==> config.mk <==
export PLATFORM = sky130hd
export DESIGN_NAME = can_bit_coder
export DESIGN_NICKNAME = d
export VERILOG_FILES = /design/src/rtl/can_bit_coder_pkg.sv /design/src/rtl/coder_run_tracker.sv /design/src/rtl/coder_crc_lfsr.sv /design/src/rtl/coder_tx_stuffer.sv /design/src/rtl/coder_rx_destuffer.sv /design/src/rtl/can_bit_coder.sv
export SDC_FILE = /design/constraint.sdc
export NUM_CORES = 1
export LEC_CHECK = 0
export BUFFER_PORTS_ARGS = -buffer_cell sky130_fd_sc_hd__buf_2
export CAP_MARGIN = 20
export CORE_UTILIZATION = 40
export CTS_CLUSTER_DIAMETER = 40
export DETAILED_ROUTE_END_ITERATION = 16
export PLACE_DENSITY_LB_ADDON = 0.12
export SYNTH_ARGS = -nofsm -noshare
export SYNTH_HDL_FRONTEND = slang
export SYNTH_SLANG_ARGS = --single-unit
==> constraint.sdc <==
create_clock -name clk -period 1.52 [get_ports clk]
set_clock_uncertainty 0.05 [all_clocks]
set_input_delay 0.304 -clock clk [delete_from_list [all_inputs] [get_ports clk]]
set_output_delay 0.304 -clock clk [all_outputs]
set_load 0.005 [all_outputs]
==> src/rtl/can_bit_coder_pkg.sv <==
package can_bit_coder_pkg;

  // Default geometry of the coder
  localparam int unsigned DEF_RUN_LEN = 5;
  localparam int unsigned DEF_CRC_W   = 15;
  localparam logic [DEF_CRC_W-1:0] DEF_CRC_POLY = 15'h4599;

  // How a received line bit is treated
  typedef enum logic [1:0] {
    BK_PASS  = 2'd0,
    BK_STUFF = 2'd1,
    BK_VIOL  = 2'd2
  } bit_kind_e;

endpackage

==> src/rtl/coder_run_tracker.sv <==
module coder_run_tracker #(
  parameter int unsigned RUN_LEN = 5
) (
  input  logic clk,
  input  logic rst_n,
  input  logic step_en,
  input  logic restart,
  input  logic bit_lvl,
  input  logic bit_dom,
  output logic at_limit,
  output logic last_lvl
);

  localparam int unsigned CNT_W = $clog2(RUN_LEN + 1);
  localparam logic [CNT_W-1:0] CNT_ONE = CNT_W'(1);
  localparam logic [CNT_W-1:0] CNT_MAX = CNT_W'(RUN_LEN);

  logic [CNT_W-1:0] cnt_q, cnt_d;
  logic             lvl_q, lvl_d;
  logic             dom_q, dom_d;

  always_comb begin
    cnt_d = cnt_q;
    lvl_d = lvl_q;
    dom_d = dom_q;
    if (step_en) begin
      lvl_d = bit_lvl;
      dom_d = bit_dom;
      if (restart) begin
        cnt_d = CNT_ONE;
      end else if (bit_dom && (bit_lvl == lvl_q) && (cnt_q != CNT_MAX)) begin
        cnt_d = cnt_q + CNT_ONE;
      end else begin
        cnt_d = CNT_ONE;
      end
    end
  end

  always_ff @(posedge clk or negedge rst_n) begin
    if (!rst_n) begin
      cnt_q <= '0;
      lvl_q <= 1'b1;
      dom_q <= 1'b0;
    end else begin
      cnt_q <= cnt_d;
      lvl_q <= lvl_d;
      dom_q <= dom_d;
    end
  end

  assign at_limit = dom_q && (cnt_q == CNT_MAX);
  assign last_lvl = lvl_q;

endmodule

==> src/rtl/coder_crc_lfsr.sv <==
module coder_crc_lfsr #(
  parameter int unsigned     W    = 15,
  parameter logic [W-1:0]    POLY = 15'h4599
) (
  input  logic         clk,
  input  logic         rst_n,
  input  logic         clear,
  input  logic         upd,
  input  logic         bit_in,
  output logic [W-1:0] crc
);

  logic [W-1:0] crc_q, crc_d;
  logic [W-1:0] base;
  logic         fb;

  always_comb begin
    base  = clear ? '0 : crc_q;
    fb    = base[W-1] ^ bit_in;
    crc_d = crc_q;
    if (upd) begin
      crc_d = {base[W-2:0], 1'b0} ^ (fb ? POLY : '0);
    end else if (clear) begin
      crc_d = '0;
    end
  end

  always_ff @(posedge clk or negedge rst_n) begin
    if (!rst_n) crc_q <= '0;
    else        crc_q <= crc_d;
  end

  assign crc = crc_q;

endmodule

==> src/rtl/coder_tx_stuffer.sv <==
module coder_tx_stuffer #(
  parameter int unsigned          RUN_LEN  = 5,
  parameter int unsigned          CRC_W    = 15,
  parameter logic [CRC_W-1:0]     CRC_POLY = 15'h4599
) (
  input  logic             clk,
  input  logic             rst_n,
  input  logic             bit_en,
  input  logic             sof,
  input  logic             din,
  input  logic             dom,
  input  logic             crc_en,
  output logic             line,
  output logic             hold,
  output logic [CRC_W-1:0] crc
);

  logic owe_stuff;
  logic last_lvl;
  logic emit_lvl;
  logic emit_dom;
  logic line_q, line_d;

  // A stuff bit is owed unless a new frame starts
  assign owe_stuff = at_limit_w & ~sof;
  assign hold      = owe_stuff;

  logic at_limit_w;

  always_comb begin
    emit_lvl = owe_stuff ? ~last_lvl : din;
    emit_dom = owe_stuff ? 1'b1      : dom;
    line_d   = line_q;
    if (bit_en) line_d = emit_lvl;
  end

  always_ff @(posedge clk or negedge rst_n) begin
    if (!rst_n) line_q <= 1'b1;
    else        line_q <= line_d;
  end

  assign line = line_q;

  coder_run_tracker #(.RUN_LEN(RUN_LEN)) u_run (
    .clk      (clk),
    .rst_n    (rst_n),
    .step_en  (bit_en),
    .restart  (sof),
    .bit_lvl  (emit_lvl),
    .bit_dom  (emit_dom),
    .at_limit (at_limit_w),
    .last_lvl (last_lvl)
  );

  coder_crc_lfsr #(.W(CRC_W), .POLY(CRC_POLY)) u_crc (
    .clk    (clk),
    .rst_n  (rst_n),
    .clear  (bit_en & sof),
    .upd    (bit_en & crc_en & ~owe_stuff),
    .bit_in (din),
    .crc    (crc)
  );

endmodule

==> src/rtl/coder_rx_destuffer.sv <==
module coder_rx_destuffer
  import can_bit_coder_pkg::*;
#(
  parameter int unsigned          RUN_LEN  = 5,
  parameter int unsigned          CRC_W    = 15,
  parameter logic [CRC_W-1:0]     CRC_POLY = 15'h4599
) (
  input  logic             clk,
  input  logic             rst_n,
  input  logic             bit_en,
  input  logic             sof,
  input  logic             line,
  input  logic             dom,
  input  logic             crc_en,
  output logic             valid,
  output logic             dout,
  output logic             stuff_err,
  output logic [CRC_W-1:0] crc
);

  bit_kind_e kind;
  logic      at_limit;
  logic      last_lvl;
  logic      halt_q, halt_d;
  logic      dom_eff;
  logic      valid_q, valid_d;
  logic      dout_q, dout_d;
  logic      err_q, err_d;

  // Classify the current line bit against the run so far
  always_comb begin
    if (sof)                  kind = BK_PASS;
    else if (!at_limit)       kind = BK_PASS;
    else if (line == last_lvl) kind = BK_VIOL;
    else                      kind = BK_STUFF;
  end

  always_comb begin
    dom_eff = sof ? dom : (dom & ~halt_q & (kind != BK_VIOL));
    halt_d  = halt_q;
    valid_d = 1'b0;
    err_d   = 1'b0;
    dout_d  = dout_q;
    if (bit_en) begin
      if (sof)                 halt_d = 1'b0;
      else if (kind == BK_VIOL) halt_d = 1'b1;
      valid_d = (kind == BK_PASS);
      err_d   = (kind == BK_VIOL);
      dout_d  = line;
    end
  end

  always_ff @(posedge clk or negedge rst_n) begin
    if (!rst_n) begin
      halt_q  <= 1'b0;
      valid_q <= 1'b0;
      dout_q  <= 1'b1;
      err_q   <= 1'b0;
    end else begin
      halt_q  <= halt_d;
      valid_q <= valid_d;
      dout_q  <= dout_d;
      err_q   <= err_d;
    end
  end

  assign valid     = valid_q;
  assign dout      = dout_q;
  assign stuff_err = err_q;

  coder_run_tracker #(.RUN_LEN(RUN_LEN)) u_run (
    .clk      (clk),
    .rst_n    (rst_n),
    .step_en  (bit_en),
    .restart  (sof),
    .bit_lvl  (line),
    .bit_dom  (dom_eff),
    .at_limit (at_limit),
    .last_lvl (last_lvl)
  );

  coder_crc_lfsr #(.W(CRC_W), .POLY(CRC_POLY)) u_crc (
    .clk    (clk),
    .rst_n  (rst_n),
    .clear  (bit_en & sof),
    .upd    (bit_en & crc_en & (kind == BK_PASS)),
    .bit_in (line),
    .crc    (crc)
  );

endmodule

==> src/rtl/can_bit_coder.sv <==
module can_bit_coder
  import can_bit_coder_pkg::*;
#(
  parameter int unsigned          RUN_LEN  = DEF_RUN_LEN,
  parameter int unsigned          CRC_W    = DEF_CRC_W,
  parameter logic [CRC_W-1:0]     CRC_POLY = DEF_CRC_POLY
) (
  input  logic             clk,
  input  logic             rst_n,
  input  logic             tx_bit_en,
  input  logic             tx_sof,
  input  logic             tx_din,
  input  logic             tx_dom,
  input  logic             tx_crc_en,
  output logic             tx_line,
  output logic             tx_hold,
  output logic [CRC_W-1:0] tx_crc,
  input  logic             rx_bit_en,
  input  logic             rx_sof,
  input  logic             rx_line,
  input  logic             rx_dom,
  input  logic             rx_crc_en,
  output logic             rx_valid,
  output logic             rx_dout,
  output logic             rx_stuff_err,
  output logic [CRC_W-1:0] rx_crc,
  output logic             rx_crc_err
);

  // Reset: asserted asynchronously, released on a clock edge
  logic rst_meta_q, rst_sync_q;

  always_ff @(posedge clk or negedge rst_n) begin
    if (!rst_n) begin
      rst_meta_q <= 1'b0;
      rst_sync_q <= 1'b0;
    end else begin
      rst_meta_q <= 1'b1;
      rst_sync_q <= rst_meta_q;
    end
  end

  coder_tx_stuffer #(
    .RUN_LEN(RUN_LEN), .CRC_W(CRC_W), .CRC_POLY(CRC_POLY)
  ) u_tx (
    .clk    (clk),
    .rst_n  (rst_sync_q),
    .bit_en (tx_bit_en),
    .sof    (tx_sof),
    .din    (tx_din),
    .dom    (tx_dom),
    .crc_en (tx_crc_en),
    .line   (tx_line),
    .hold   (tx_hold),
    .crc    (tx_crc)
  );

  coder_rx_destuffer #(
    .RUN_LEN(RUN_LEN), .CRC_W(CRC_W), .CRC_POLY(CRC_POLY)
  ) u_rx (
    .clk       (clk),
    .rst_n     (rst_sync_q),
    .bit_en    (rx_bit_en),
    .sof       (rx_sof),
    .line      (rx_line),
    .dom       (rx_dom),
    .crc_en    (rx_crc_en),
    .valid     (rx_valid),
    .dout      (rx_dout),
    .stuff_err (rx_stuff_err),
    .crc       (rx_crc)
  );

  assign rx_crc_err = |rx_crc;

endmodule

# [Word level (Yosys, flattened, before mapping)]
# Index checks and enable logic that the tools add are counted.
[op_classes] addsub=2 bitwise_logic=17 eq_ne=8 reduce_logical=10 mux=20
[ops] operator="2-to-1 mux 15 bit" n=6
[ops] operator="XOR 15 bit" n=2
[ops] operator="OR reduction 15 bit" n=1
[ops] operator="2-to-1 mux 3 bit" n=4
[ops] operator="bitwise AND 1 bit" n=9
[ops] operator="2-to-1 mux 1 bit" n=7
[ops] operator="adder 3 x 1 -> 3 bit, second input constant" n=2
[ops] operator="equality test 3 bit, second input constant" n=2
[ops] operator="logical AND 1 bit" n=6
[ops] operator="2-to-1 mux 2 bit" n=3
[ops] operator="!= test 3 bit, second input constant" n=2
[ops] operator="inverter 1 bit" n=4
[ops] operator="equality test 1 bit" n=2
[ops] operator="equality test 2 bit, second input constant" n=1
[ops] operator="zero test 2 bit" n=1
[ops] operator="!= test 2 bit, second input constant" n=1
[ops] operator="AND reduction 2 bit" n=1
[ops] operator="nonzero test 2 bit" n=1
[ops] operator="XOR 1 bit" n=2
[word_totals] wordCells=70 reg_bits=45 output_inout_bits=36 in_bits=12

# [Longest topological paths before layout]
[logic_depth] word_depth=11 mapped_depth=7 ltp_nobuf=7

# [Cells and area by module]
# From an unflattened synthesis, not the netlist that was laid out.
[hier_totals] hier_cells=225 hier_area_um2=2402.3
[by_module_without_submodules] module="coder_crc_lfsr" instances=2 cells_per_inst=69 area_per_inst_um2=716.9
[by_module_without_submodules] module="coder_run_tracker" instances=2 cells_per_inst=26 area_per_inst_um2=294.0
[by_module_without_submodules] module="coder_rx_destuffer" instances=1 cells_per_inst=16 area_per_inst_um2=191.4
[by_module_without_submodules] module="coder_tx_stuffer" instances=1 cells_per_inst=11 area_per_inst_um2=105.1
[by_module_without_submodules] module="can_bit_coder" instances=1 cells_per_inst=8 area_per_inst_um2=83.8

# [Least setup slack after synthesis]
# No wires, ideal clock.
[synth_timing] path_type="reg-to-reg" startpoint="reg u_rx.u_run.cnt_q[1]" endpoint="reg u_rx.u_crc.crc_q[14], in the netlist u_rx.u_crc.crc[14]" setup_time_ns=0.127 path_slack_ns=0.085 path_buffers=1 synth_period_minus_slack_ns=1.435 path_stages_with_launch=8 t_arrival_ns=1.259 path_cell_list="dfrtp_1 -> inv_1 -> ha_1 -> nand4b_4 -> and3_1 -> buf_4 -> o211ai_2 -> nand3_1"
[synth_via] elab_chain_cells=7
[synth_lines] item="from (decl)" line_no="coder_run_tracker.sv:18" rtl="logic [CNT_W-1:0] cnt_q, cnt_d;"
[synth_lines] item="from (signal assigned)" line_no="coder_run_tracker.sv:45" rtl="cnt_q <= cnt_d;"
[synth_lines] item="equality test 3 bit" line_no="coder_run_tracker.sv:51" rtl="assign at_limit = dom_q && (cnt_q == CNT_MAX);"
[synth_lines] item="logical AND 1 bit" line_no="coder_run_tracker.sv:51"
[synth_lines] item="2-to-1 mux 2 bit" line_no="coder_rx_destuffer.sv:33" rtl="else if (!at_limit) kind = BK_PASS;"
[synth_lines] item="2-to-1 mux 2 bit" line_no="coder_rx_destuffer.sv:32" rtl="if (sof) kind = BK_PASS;"
[synth_lines] item="zero test 2 bit" line_no="coder_rx_destuffer.sv:86" rtl=".upd (bit_en & crc_en & (kind == BK_PASS)),"
[synth_lines] item="bitwise AND 1 bit" line_no="coder_rx_destuffer.sv:86"
[synth_lines] item="2-to-1 mux 15 bit" line_no="coder_crc_lfsr.sv:21" rtl="if (upd) begin"
[synth_lines] item="via u_rx.u_crc.crc_d[14]" line_no="coder_crc_lfsr.sv:13" rtl="logic [W-1:0] crc_q, crc_d;"
[synth_lines] item="to (signal assigned)" line_no="coder_crc_lfsr.sv:30" rtl="else crc_q <= crc_d;"
[synth_lines] item="to (decl)" line_no="coder_crc_lfsr.sv:13"
# The timed path passes the listed nets, and every way through them passes these cells.
# A chain may end at the register's enable or synchronous reset.

# [Worst setup path after layout]
[layout_timing] startpoint="reg u_rx.u_crc.crc_q[12], in the netlist u_rx.u_crc.crc[12]" endpoint="out rx_crc_err"
[layout_via] elab_chain_cells=1
[layout_lines] item="OR reduction 15 bit" line_no="can_bit_coder.sv:74" rtl="assign rx_crc_err = |rx_crc;"
[layout_lines] item="to (decl)" line_no="can_bit_coder.sv:27" rtl="output logic rx_crc_err"
# No other way between the ends.

==> reports/metrics.yaml <==
run_status:
  status: "complete, but fails checks"
  violations: "negative setup slack"
power_and_ir_drop:
  leakage_uw: 0.00139
  finalPower_uw: 3310
  peakVddDrop_v: 0.000517
  p_per_area_nw_per_um2: 1090
placed_design:
  portBuffers: 47
  hpwl_mm: 3.64
  gp_congestion: 0.797
  preCtsSetupSlack_ps: -27.2
clock_tree:
  clock_path_buffers: 2
  insertion_delay_ps: 300
  cts_made_buffers: 5
  cts_tree: "built"
  clkSinkCount: 45
  cts_root_buf: "clkbuf_8"
  htree_levels: 2
  clkSlewWorstSetupHoldPaths_ps: 90
synthesis:
  yosys_warnings: 0
  synth_largest_area_cell: "dfrtp_1"
  synth_area_leaders: "dfrtp_1, xnor2_1, nand2_1"
  synth_seq_cells: 45
  synth_nets: 260
  synth_top_area_share_pct: 46.2
  synth_area_per_cell_um2: 9.55
  ys_types: 40
  postSynthCellCount: 244
  synth_area_um2: 2330
  yosysSeqAreaShare_pct: 48.4
global_routing:
  busiest_layer: "met2"
  grt_max_degree: 27
  grt_overflow_total: 0
  grtUsageMet2_pct: 30.4
  grt_usage_pct: 18.4
  grt_first_pass_wirelength_mm: 8.75
  grt_antenna_before_repair: 0
  grt_pass1_vias: 1792
  grt_use_met3_pct: 4.77
  gr-usage-met1_pct: 23.7
sta:
  finalMaxSlewViolations: 0
  finalSetupViolations: 2
  max_freq_mhz: 619
  post-route-min-period_ps: 1620
  rsz0062_at_grt: "yes"
  whs_ps: 167
  timing.final.crit_share_pct: 106
  setup_ws_ps: -96.6
  finalHoldViolCount: 0
floorplanning:
  rows: 27
  core_area_um2: 5570
  die_w_um: 78.3
  dieArea_um2: 6140
  start_util_pct: 41.8
  ios: 48
  die_h_um: 78.3
worst_hold_path:
  min_path_type: "flip-flop to asynchronous set/reset pin"
critical_path:
  ff2ff_setup_slack_ps: 40
  start_kind: "flip-flop"
  reg2reg_depth: 7
  arrival_ps: 1260
  cp_max_fo: 2
  required_ps: 1170
  criticalPathCategory: "flip-flop to primary output"
  end_kind: "primary output"
drt:
  drt-pass1-iter-count: 4
  drc: 0
  num_vias: 1946
  wire_per_inst_um: 13.9
  drtAntennaViolNets: 0
  drt-vias-per-instance: 5.00
  drt_iter0_drc: 72
  wirelength_mm: 5.40
final_layout:
  seqCellArea_um2: 1130
  final_cell_mix: "nand2_1, buf_2, dfrtp_1"
  final_common_cell: "nand2_1"
  diodes: 0
  fillers: 523
  drive_gt1_share_pct: 35.3
  area_growth_syn_to_layout_pct: 29.7
  nNetsFinal: 332
  multi_input_area_um2: 1180
job:
  cap_violations: 0
==> report_power, final <==
part / internal, µW / switching, µW
Sequential: 1370 / 199
Combinational: 538 / 464
Clock: 318 / 422
Total: 2220 / 1090
==> synthesized netlist by cell type <==
| cell | count |
|---|---|
| nand2_1 | 52 |
| dfrtp_1 | 43 |
| xnor2_1 | 24 |
| a21oi_1 | 18 |
| nor2_1 | 17 |
| o21ai_0 | 10 |
| buf_4 | 6 |
| o21ai_1 | 6 |
| buf_2 | 5 |
| inv_1 | 5 |
| nand3_1 | 5 |
| and2_1 | 4 |
| ha_1 | 4 |
| o211ai_1 | 4 |
| a31oi_1 | 3 |
| and3_1 | 3 |
| nand4_1 | 3 |
| nor4_1 | 3 |
| o22ai_1 | 3 |
| buf_6 | 2 |
| dfstp_2 | 2 |
| mux2_2 | 2 |
| nor2_4 | 2 |
| nor3b_1 | 2 |
| a211oi_2 | 1 |
| a21o_1 | 1 |
| a22o_1 | 1 |
| conb_1 | 1 |
| inv_2 | 1 |
| nand3_2 | 1 |
| nand3_4 | 1 |
| nand3b_1 | 1 |
| nand4b_2 | 1 |
| nand4b_4 | 1 |
| nor2b_1 | 1 |
| nor3_1 | 1 |
| nor4b_2 | 1 |
| o211ai_2 | 1 |
| o311a_1 | 1 |
| xor2_1 | 1 |
==> through the flow <==
step	cell area (µm²)	setup TNS [ps]	utilization, %	instances
2_1_floorplan	2330	0	-	244
3_3_place_gp	2760	0	49.5	369
3_5_place_dp	2760	-27.2	49.5	369
4_1_cts	2900	-189	52.1	379
5_1_grt	3020	-337	54.2	389
6_report	3020	-147	54.2	389
==> what timing repair did <==
action / in CTS / in global routing
buffers inserted: 1 / 9
pin swaps: 2 / 6
hold endpoints to repair: 2 / 0
endpoints found under the setup margin: 6 / 26
hold buffers: 1 / 0
cloned: 0 / 1
resized for setup: 8 / 12
==> critical path, stage by stage, from the launching register on <==
cell	delay, ps
dfrtp_1	400
nor4_2	310
nand4_1	120
buf_2	140
==> flip-flops by register name, summed over array words and instances, names as in the netlist <==
| register | count |
|---|---|
| u_rx.u_crc.crc | 15 |
| u_tx.u_crc.crc | 15 |
| u_rx.u_run.cnt_q | 3 |
| u_tx.u_run.cnt_q | 3 |
| rst_meta_q | 1 |
| rst_sync_q | 1 |
| u_rx.dout | 1 |
| u_rx.halt_q | 1 |
| u_rx.stuff_err | 1 |
| u_rx.u_run.dom_q | 1 |
| u_rx.valid | 1 |
| u_tx.line | 1 |
| u_tx.u_run.dom_q | 1 |
==> cell type report <==
cell class                      instances  area share (%)
Clock buffer                            5            2.28
Sequential cell                        45            37.5
Inverter                                6           0.745
Clock inverter                          3           0.579
Timing Repair Buffer                   77            17.0
Tap cell                               72            2.98
Multi-Input combinational cell        181            38.9
==> worst paths after layout <==
path                                                  from                               to
max                           u_rx.u_crc.crc[12]$_DFF_PN0_                       rx_crc_err
min                                   rst_sync_q$_DFF_PN0_  u_tx.u_run.cnt_q[2]$_DFFE_PN0P_
max reg2reg                u_rx.u_run.cnt_q[1]$_DFFE_PN0P_     u_rx.u_crc.crc[14]$_DFF_PN0_
min reg2reg                           rst_sync_q$_DFF_PN0_  u_tx.u_run.cnt_q[2]$_DFFE_PN0P_
max in group asynchronous             rst_sync_q$_DFF_PN0_     u_tx.u_crc.crc[14]$_DFF_PN0_
min in group clk                                    rx_dom     u_rx.u_run.dom_q$_DFFE_PN0P_
==> cells by family (layout without fill, tap and decap cells) <==
kind of cell	Yosys count	count (layout)	share of synthesized area (%)
flops	45	45	48.4
other cells	1	1	0.161
mux	2	2	0.966
simple gates	99	100	21.6
buf+inv	19	91	4.94
fa+ha+maj	4	4	2.15
xor+xnor	25	25	9.39
compound gates	49	49	12.4
==> routing by layer <==
| layer | part of all wire [%] | vias to the layer above |
|---|---|---|
| li1 | - | 962 |
| met5 | 0 | - |
| met3 | 5.7 | 6 |
| met1 | 45 | 927 |
| met2 | 48 | 51 |
| met4 | 1.2 | 0 |
No activity file was read; power rests on OpenSTA's default activity.
